`config.mk`:
```
export PLATFORM = sky130hd
export DESIGN_NAME = carrier_irq_decimator
export DESIGN_NICKNAME = d
export VERILOG_FILES = /design/src/rtl/cpid_pkg.sv /design/src/rtl/cpid_edge_detect.sv /design/src/rtl/cpid_src_select.sv /design/src/rtl/cpid_decim_counter.sv /design/src/rtl/carrier_irq_decimator.sv
export SDC_FILE = /design/constraint.sdc
export NUM_CORES = 1
export LEC_CHECK = 0
export CORE_MARGIN = 10
export CORE_UTILIZATION = 62
export DETAILED_ROUTE_END_ITERATION = 8
export DONT_BUFFER_PORTS = 1
export PLACE_DENSITY = 0.86
export SLEW_MARGIN = 15
export SYNTH_ARGS = -nofsm -noshare
export SYNTH_HDL_FRONTEND = slang
export SYNTH_HIERARCHICAL = 1
export SYNTH_SLANG_ARGS = --single-unit
```
`constraint.sdc`:
```
create_clock -name clk -period 3.5 [get_ports clk]
set_input_delay 0.525 -clock clk [delete_from_list [all_inputs] [get_ports clk]]
set_output_delay 0.525 -clock clk [all_outputs]
set_load 0.03 [all_outputs]
```
`src/rtl/cpid_pkg.sv`:
```
package cpid_pkg;

  typedef enum logic {
    SRC_CARRIER     = 1'b0,
    SRC_RELOAD_EDGE = 1'b1
  } cpid_src_e;

  // Steady period length: a zero reload behaves as one.
  function automatic logic [31:0] eff_period(input logic [31:0] n);
    return (n == 32'd0) ? 32'd1 : n;
  endfunction

  // First period after arming: one event short, never below one.
  function automatic logic [31:0] first_period_len(input logic [31:0] n);
    logic [31:0] e;
    e = eff_period(n);
    return (e > 32'd1) ? (e - 32'd1) : 32'd1;
  endfunction

endpackage

```
`src/rtl/cpid_edge_detect.sv`:
```
module cpid_edge_detect (
  input  logic clk,
  input  logic rst_n,
  input  logic sig_in,
  output logic rise_evt,
  output logic fall_evt
);
  logic prev_q;

  always_ff @(posedge clk or negedge rst_n) begin
    if (!rst_n) prev_q <= 1'b0;
    else        prev_q <= sig_in;
  end

  assign rise_evt = sig_in & ~prev_q;
  assign fall_evt = ~sig_in & prev_q;
endmodule

```
`src/rtl/cpid_src_select.sv`:
```
module cpid_src_select
  import cpid_pkg::*;
(
  input  logic mode_en,
  input  logic ext_mode,
  input  logic src_sel,
  input  logic edge_pol,
  input  logic carrier_uf,
  input  logic rise_evt,
  input  logic fall_evt,
  output logic cnt_event
);
  cpid_src_e src;
  logic      edge_evt;

  always_comb begin
    src = SRC_CARRIER;
    if (ext_mode && src_sel) src = SRC_RELOAD_EDGE;
  end

  assign edge_evt = edge_pol ? fall_evt : rise_evt;

  always_comb begin
    cnt_event = 1'b0;
    if (mode_en) begin
      case (src)
        SRC_RELOAD_EDGE: cnt_event = edge_evt;
        default:         cnt_event = carrier_uf;
      endcase
    end
  end
endmodule

```
`src/rtl/cpid_decim_counter.sv`:
```
module cpid_decim_counter
  import cpid_pkg::*;
#(
  parameter int CNT_W = 8
) (
  input  logic             clk,
  input  logic             rst_n,
  input  logic             rearm,
  input  logic             evt,
  input  logic [CNT_W-1:0] period,
  output logic             irq,
  output logic             first_q,
  output logic [CNT_W-1:0] cnt_q,
  output logic             period_hit
);
  logic [CNT_W-1:0] target;
  logic [CNT_W-1:0] cnt_inc;

  always_comb begin
    if (first_q) target = CNT_W'(first_period_len(32'(period)));
    else         target = CNT_W'(eff_period(32'(period)));
  end

  assign cnt_inc    = cnt_q + CNT_W'(1);
  assign period_hit = evt && (cnt_inc == target);

  always_ff @(posedge clk or negedge rst_n) begin
    if (!rst_n) begin
      cnt_q   <= '0;
      first_q <= 1'b1;
      irq     <= 1'b0;
    end else if (rearm) begin
      cnt_q   <= '0;
      first_q <= 1'b1;
      irq     <= 1'b0;
    end else if (period_hit) begin
      cnt_q   <= '0;
      first_q <= 1'b0;
      irq     <= 1'b1;
    end else begin
      if (evt) cnt_q <= cnt_inc;
      irq <= 1'b0;
    end
  end
endmodule

```
`src/rtl/carrier_irq_decimator.sv`:
```
module carrier_irq_decimator #(
  parameter int CNT_W = 8
) (
  input  logic             clk,
  input  logic             rst_n,
  input  logic             mode_en,
  input  logic             ext_mode,
  input  logic             src_sel,
  input  logic             edge_pol,
  input  logic             reload_wr,
  input  logic [CNT_W-1:0] reload_data,
  input  logic             carrier_uf,
  input  logic             reload_ctl,
  output logic             irq
);
  logic [CNT_W-1:0] reload_q;
  logic             rise_evt;
  logic             fall_evt;
  logic             cnt_event;
  logic             rearm;
  logic             first_q;
  logic [CNT_W-1:0] cnt_q;
  logic             period_hit;

  always_ff @(posedge clk or negedge rst_n) begin
    if (!rst_n)         reload_q <= '0;
    else if (reload_wr) reload_q <= reload_data;
  end

  assign rearm = reload_wr | ~mode_en;

  cpid_edge_detect u_edge (
    .clk      (clk),
    .rst_n    (rst_n),
    .sig_in   (reload_ctl),
    .rise_evt (rise_evt),
    .fall_evt (fall_evt)
  );

  cpid_src_select u_sel (
    .mode_en    (mode_en),
    .ext_mode   (ext_mode),
    .src_sel    (src_sel),
    .edge_pol   (edge_pol),
    .carrier_uf (carrier_uf),
    .rise_evt   (rise_evt),
    .fall_evt   (fall_evt),
    .cnt_event  (cnt_event)
  );

  cpid_decim_counter #(.CNT_W(CNT_W)) u_cnt (
    .clk        (clk),
    .rst_n      (rst_n),
    .rearm      (rearm),
    .evt        (cnt_event),
    .period     (reload_q),
    .irq        (irq),
    .first_q    (first_q),
    .cnt_q      (cnt_q),
    .period_hit (period_hit)
  );
endmodule

```
### Word level (Yosys, flattened, before mapping)

Cells that the tools add are included.

| word-level totals | value |
|---|---|
| flip-flop bits (word level) | 19 |
| input port bits | 17 |
| output and inout bits | 1 |

| operators by class | value |
|---|---|
| add/subtract/negate cells | 2 |
| order comparisons | 1 |
| eq/ne operators | 1 |
| mux-type cells | 14 |
| bitwise operators | 6 |
| reductions and logical operators | 5 |

Operators by type and width:

| cell | count |
|---|---|
| 8-bit two-way mux | 6 |
| 8-bit by 1-bit adder with 8-bit output (second input constant) | 1 |
| 8-bit equality test | 1 |
| 8-bit by 1-bit > comparator with 1-bit output (second input constant) | 1 |
| 8-bit zero test | 1 |
| 1-bit two-way mux | 8 |
| 8-bit by 1-bit subtractor with 8-bit output (second input constant) | 1 |
| 1-bit NOT | 3 |
| 3-bit nonzero test | 1 |
| 1-bit AND | 2 |
| 1-bit logical AND | 2 |
| 2-bit nonzero test | 1 |
| 1-bit OR | 1 |

### Depth between registers and ports, before layout

| depth | value |
|---|---|
| depth after elaboration | 9 |
| depth in mapped cells | 11 |

### By module

The synthesis kept the hierarchy.

By module, submodules not included:

| module | instances | cells each | area each (um^2) | sequential area each (um^2) |
|---|---|---|---|---|
| cpid_decim_counter | 1 | 108 | 953.4 | 251.5 |
| carrier_irq_decimator | 1 | 18 | 337.8 | 200.2 |
| cpid_edge_detect | 1 | 3 | 40.0 | 25.0 |
| cpid_src_select | 1 | 4 | 27.5 | 0.0 |

### Least setup slack after synthesis

Ideal clock, no wire load.

| timing | value |
|---|---|
| path type | register to register |
| from | register reload_q[2] |
| to | register u_cnt.cnt_q[0] |
| setup time | 0.137 ns |
| arrival | 2.538 ns |
| required time | 3.363 ns |
| slack | 0.824 ns |
| cell stages (with the launch flop) | 12 |
| clock period less this slack | 2.676 ns |
| cell sequence | dfrtp_1 nor4_1 and2_1 nor2_1 inv_1 ha_1 nor2_1 and4_1 a211o_1 xnor2_1 nor3b_4 a211oi_1 |

| on the way | value |
|---|---|
| word-level cells in the longest chain between the ends | 9 |
| elaborated cells between the ends (all ways) | 11 |
| classes of those cells | 1 x add/sub; 1 x order compare; 1 x eq/ne; 5 x mux; 3 x reduce/logical |

Ends and longest elaborated chain:

| item | RTL line | RTL |
|---|---|---|
| start: declaration | carrier_irq_decimator.sv:16 | `logic [CNT_W-1:0] reload_q;` |
| start signal: assignment | carrier_irq_decimator.sv:27 | `else if (reload_wr) reload_q <= reload_data;` |
| 8-bit zero test | cpid_pkg.sv:10 | `return (n == 32'd0) ? 32'd1 : n;` |
| 8-bit two-way mux * | cpid_pkg.sv:10 |  |
| 8-bit by 1-bit subtractor with 8-bit output / 8-bit by 1-bit > comparator with 1-bit output (equally long branches) | cpid_pkg.sv:17 | `return (e > 32'd1) ? (e - 32'd1) : 32'd1;` |
| 8-bit two-way mux | cpid_pkg.sv:17 |  |
| 8-bit two-way mux * | cpid_decim_counter.sv:20 | `if (first_q) target = CNT_W'(first_period_len(32'(period)));` |
| 8-bit equality test * | cpid_decim_counter.sv:25 | `assign period_hit = evt && (cnt_inc == target);` |
| 1-bit logical AND * | cpid_decim_counter.sv:25 |  |
| 8-bit two-way mux | cpid_decim_counter.sv:36 | `end else if (period_hit) begin` |
| 8-bit two-way mux | cpid_decim_counter.sv:32 | `end else if (rearm) begin` |
| end signal: assignment | cpid_decim_counter.sv:41 | `if (evt) cnt_q <= cnt_inc;` |
| end: declaration | cpid_decim_counter.sv:13 | `output logic [CNT_W-1:0] cnt_q,` |

Every way passes the cells marked *; elsewhere a longest branch is shown, timed or not.
A chain may end at the register's enable or synchronous reset.

### Worst setup path in the final report

| timing | value |
|---|---|
| from | register reload_q[2] |
| to | register u_cnt.cnt_q[1] |

Same word-level chain as after synthesis.

==> impl_metrics.py <==
metrics = {
    "detailed_routing": {
        "drc_errors": 0,
        "viasPerCell": 6.400,
        "drt_first_pass_iters": 4,
        "ant_nets": 0,
        "vias": 1024,
        "drtIter0Drc": 105,
        "finalWirelength_um": 2874,
        "routedWlPerCell_um": 17.96,
    },
    "floorplanning": {
        "num_rows": 16,
        "die_area_sq_um": 4450,
        "die_y_um": 66.71,
        "io_pins": 18,
        "start_util_pct": 66.89,
        "coreArea_sq_um": 2022,
        "die_w_um": 66.71,
    },
    "critical_path": {
        "critPathMaxStageDelay_ps": 470,
        "endpoint_kind": "register",
        "cp_top_family": "simple AND/OR/NAND/NOR gates",
        "crit_path_cell_trace": "nor4_1 > buf_4 > and2_1 > nor2_1 > inv_1 > ha_1 > nor2_1 > and4_1 > a211o_1 > xnor2_1 > nor3b_4 > a211oi_1",
        "r2r-end": "u_cnt/cnt_q[1]",
        "startpoint_type": "register",
        "cp.arrival_ps": 2960,
        "rrSetupSlack_ps": 700,
        "crit_cells": 12,
        "worst_r2r_path_depth": 12,
        "critPathCapture": "u_cnt/cnt_q[1]",
        "critPathLaunch": "reload_q[2]",
        "path_class": "reg -> reg",
        "crit_buf_inv": 2,
        "path_max_fanout": 8,
        "critPathMostFrequentCell": "nor2_1",
        "rr_startpoint": "reload_q[2]",
        "required_ps": 3670,
        "cpMaxStageDelayCell": "dfrtp_1",
    },
    "layout": {
        "fillers": 154,
        "drive_gt1_share_pct": 15.04,
        "num_antenna_cells": 0,
        "layout-area-overhead-vs-synth_pct": 4.255,
        "final_nets": 154,
        "fin_cells": 160,
    },
    "power_and_ir_drop": {
        "power_uw": 457.8,
        "p_leak_nw": 0.5835,
        "powerDensity_nw_per_um2": 324.7,
        "p_int_uw": 325.0,
        "seqPwrFrac_pct": 54.3,
        "p_switching_uw": 132.8,
        "switching_share_pct": 29.01,
        "p_clk_share_pct": 24.1,
        "power.share.combinational_pct": 21.6,
        "ir_drop_v": 0.0002410,
    },
    "global_routing": {
        "grt_antenna_before_repair": 0,
        "overflow": 0,
        "grt_pass1_vias": 1070,
        "grt_usage_pct": 14.35,
        "grt_pass1_wl_um": 5092,
        "grt_max_degree": 19,
    },
    "synthesis": {
        "yosysWarningCount": 6,
        "synth_nets": 152,
        "synth_area_sq_um": 1353,
        "syn-instance-count": 132,
        "synth.avg_cell_area_sq_um": 10.25,
    },
    "timing": {
        "fin_ws_ps": 704.4,
        "period_share_pct": 79.87,
        "setup_tns_ps": 0,
        "drv_slew": 0,
        "hold_ws_ps": 58.72,
        "worst_pin_slew_ps": 795.0,
        "fin_crit_ps": 2796,
        "skew_ps": 4.806,
        "max_freq_mhz": 357.7,
        "slew_headroom_pct": 46.83,
        "hold_viol_final": 0,
        "finalSetupViolCount": 0,
        "rsz0062_at_grt": "false",
    },
    "cts": {
        "cts_root_buf": "clkbuf_4",
        "clockBufferDepth": 2,
        "numCtsBuffers": 3,
        "worstSkewPairLatency_ps": 290,
        "numClockSinks": 19,
        "postCtsSetupRepairBufs": 0,
        "cts.htree.levels": 1,
        "cts_tree": "yes",
        "clk_pin_slew_ps": 110,
    },
    "status": {
        "status": "completed",
    },
    "placed_design": {
        "io_buffer_count": 0,
        "gp_congestion": 0.8679,
        "dpl.cell_count": 155,
        "place_ws_ps": 766.5,
        "dp_hpwl_um": 2159,
    },
    "worst_hold_path": {
        "hold_path.class": "in -> async",
    },
    "flow_run": {
        "max_cap_viol_count": 0,
    },
}
how the worst min path moves through the flow:
stage                         end  start
global placement      reload_q[0]  rst_n
detailed placement    reload_q[0]  rst_n
finish              u_cnt/first_q  rst_n
CTS                 u_cnt/first_q  rst_n
floorplan             reload_q[0]  rst_n
global route        u_cnt/first_q  rst_n
flip-flops by register name, summed over array words and instances, names as in the netlist:
name           flops
reload_q           8
u_cnt/cnt_q        8
u_cnt/irq          1
u_cnt/first_q      1
u_edge/prev_q      1
routing by layer:
layer	track usage, %	wire, um	vias up	share of wire [%]
met2	23.22	1382	47	48
met5	0	0	-	0
met4	3.927	37	0	1.3
met1	18.08	1215	484	42
met3	4.013	238	6	8.3
li1	-	-	487	-
per-stage QoR:
stage               cell area (sq um)  util (%)
CTS                              1410     69.74
global placement                 1374     67.95
detailed placement               1374     67.95
global route                     1410     69.74
finish                           1410     69.74
floorplan                        1353         -
timing repair:
| item | CTS | global route |
|---|---|---|
| resized for setup | 0 | 0 |
| hold endpoints to repair | 18 | 0 |
| hold buffers | 1 | 0 |
cells in the final DEF, fill, tap and decap left out, types with 2 or more instances in the layout:
cell,instances
a211o_1,2
a211oi_1,10
a21oi_1,4
and2_1,2
and4_1,2
buf_4,3
clkbuf_4,3
dfrtp_1,18
ha_1,3
inv_1,3
mux2_4,8
mux2i_1,4
nand2_1,6
nand2b_1,2
nand3_1,3
nand3b_1,2
nand4_1,2
nor2_1,9
nor2b_1,2
nor3_1,4
nor4_1,3
o21a_1,2
xnor2_1,12
xor2_1,7
area by class of cell:
| class | instances | area, sq um | share of cell area [%] |
|---|---|---|---|
| Multi-Input combinational cell | 103 | 829.5 | 58.83 |
| Sequential cell | 19 | 476.7 | 33.81 |
| Tap cell | 27 | 33.78 | 2.396 |
| Timing Repair Buffer | 4 | 32.53 | 2.307 |
| Clock buffer | 4 | 26.28 | 1.863 |
| Inverter | 3 | 11.26 | 0.7986 |
power groups by stage:
stage          combinational [mW]  sequential [mW]  clock, mW
3_5_place_dp               0.0922            0.252          0
5_1_grt                     0.109            0.251      0.126
6_report                   0.0990            0.249      0.110
2_1_floorplan              0.0815            0.246          0
4_1_cts                    0.0978            0.248      0.111
3_3_place_gp               0.0886            0.251          0
No activity file was read; power rests on OpenSTA's default activity.
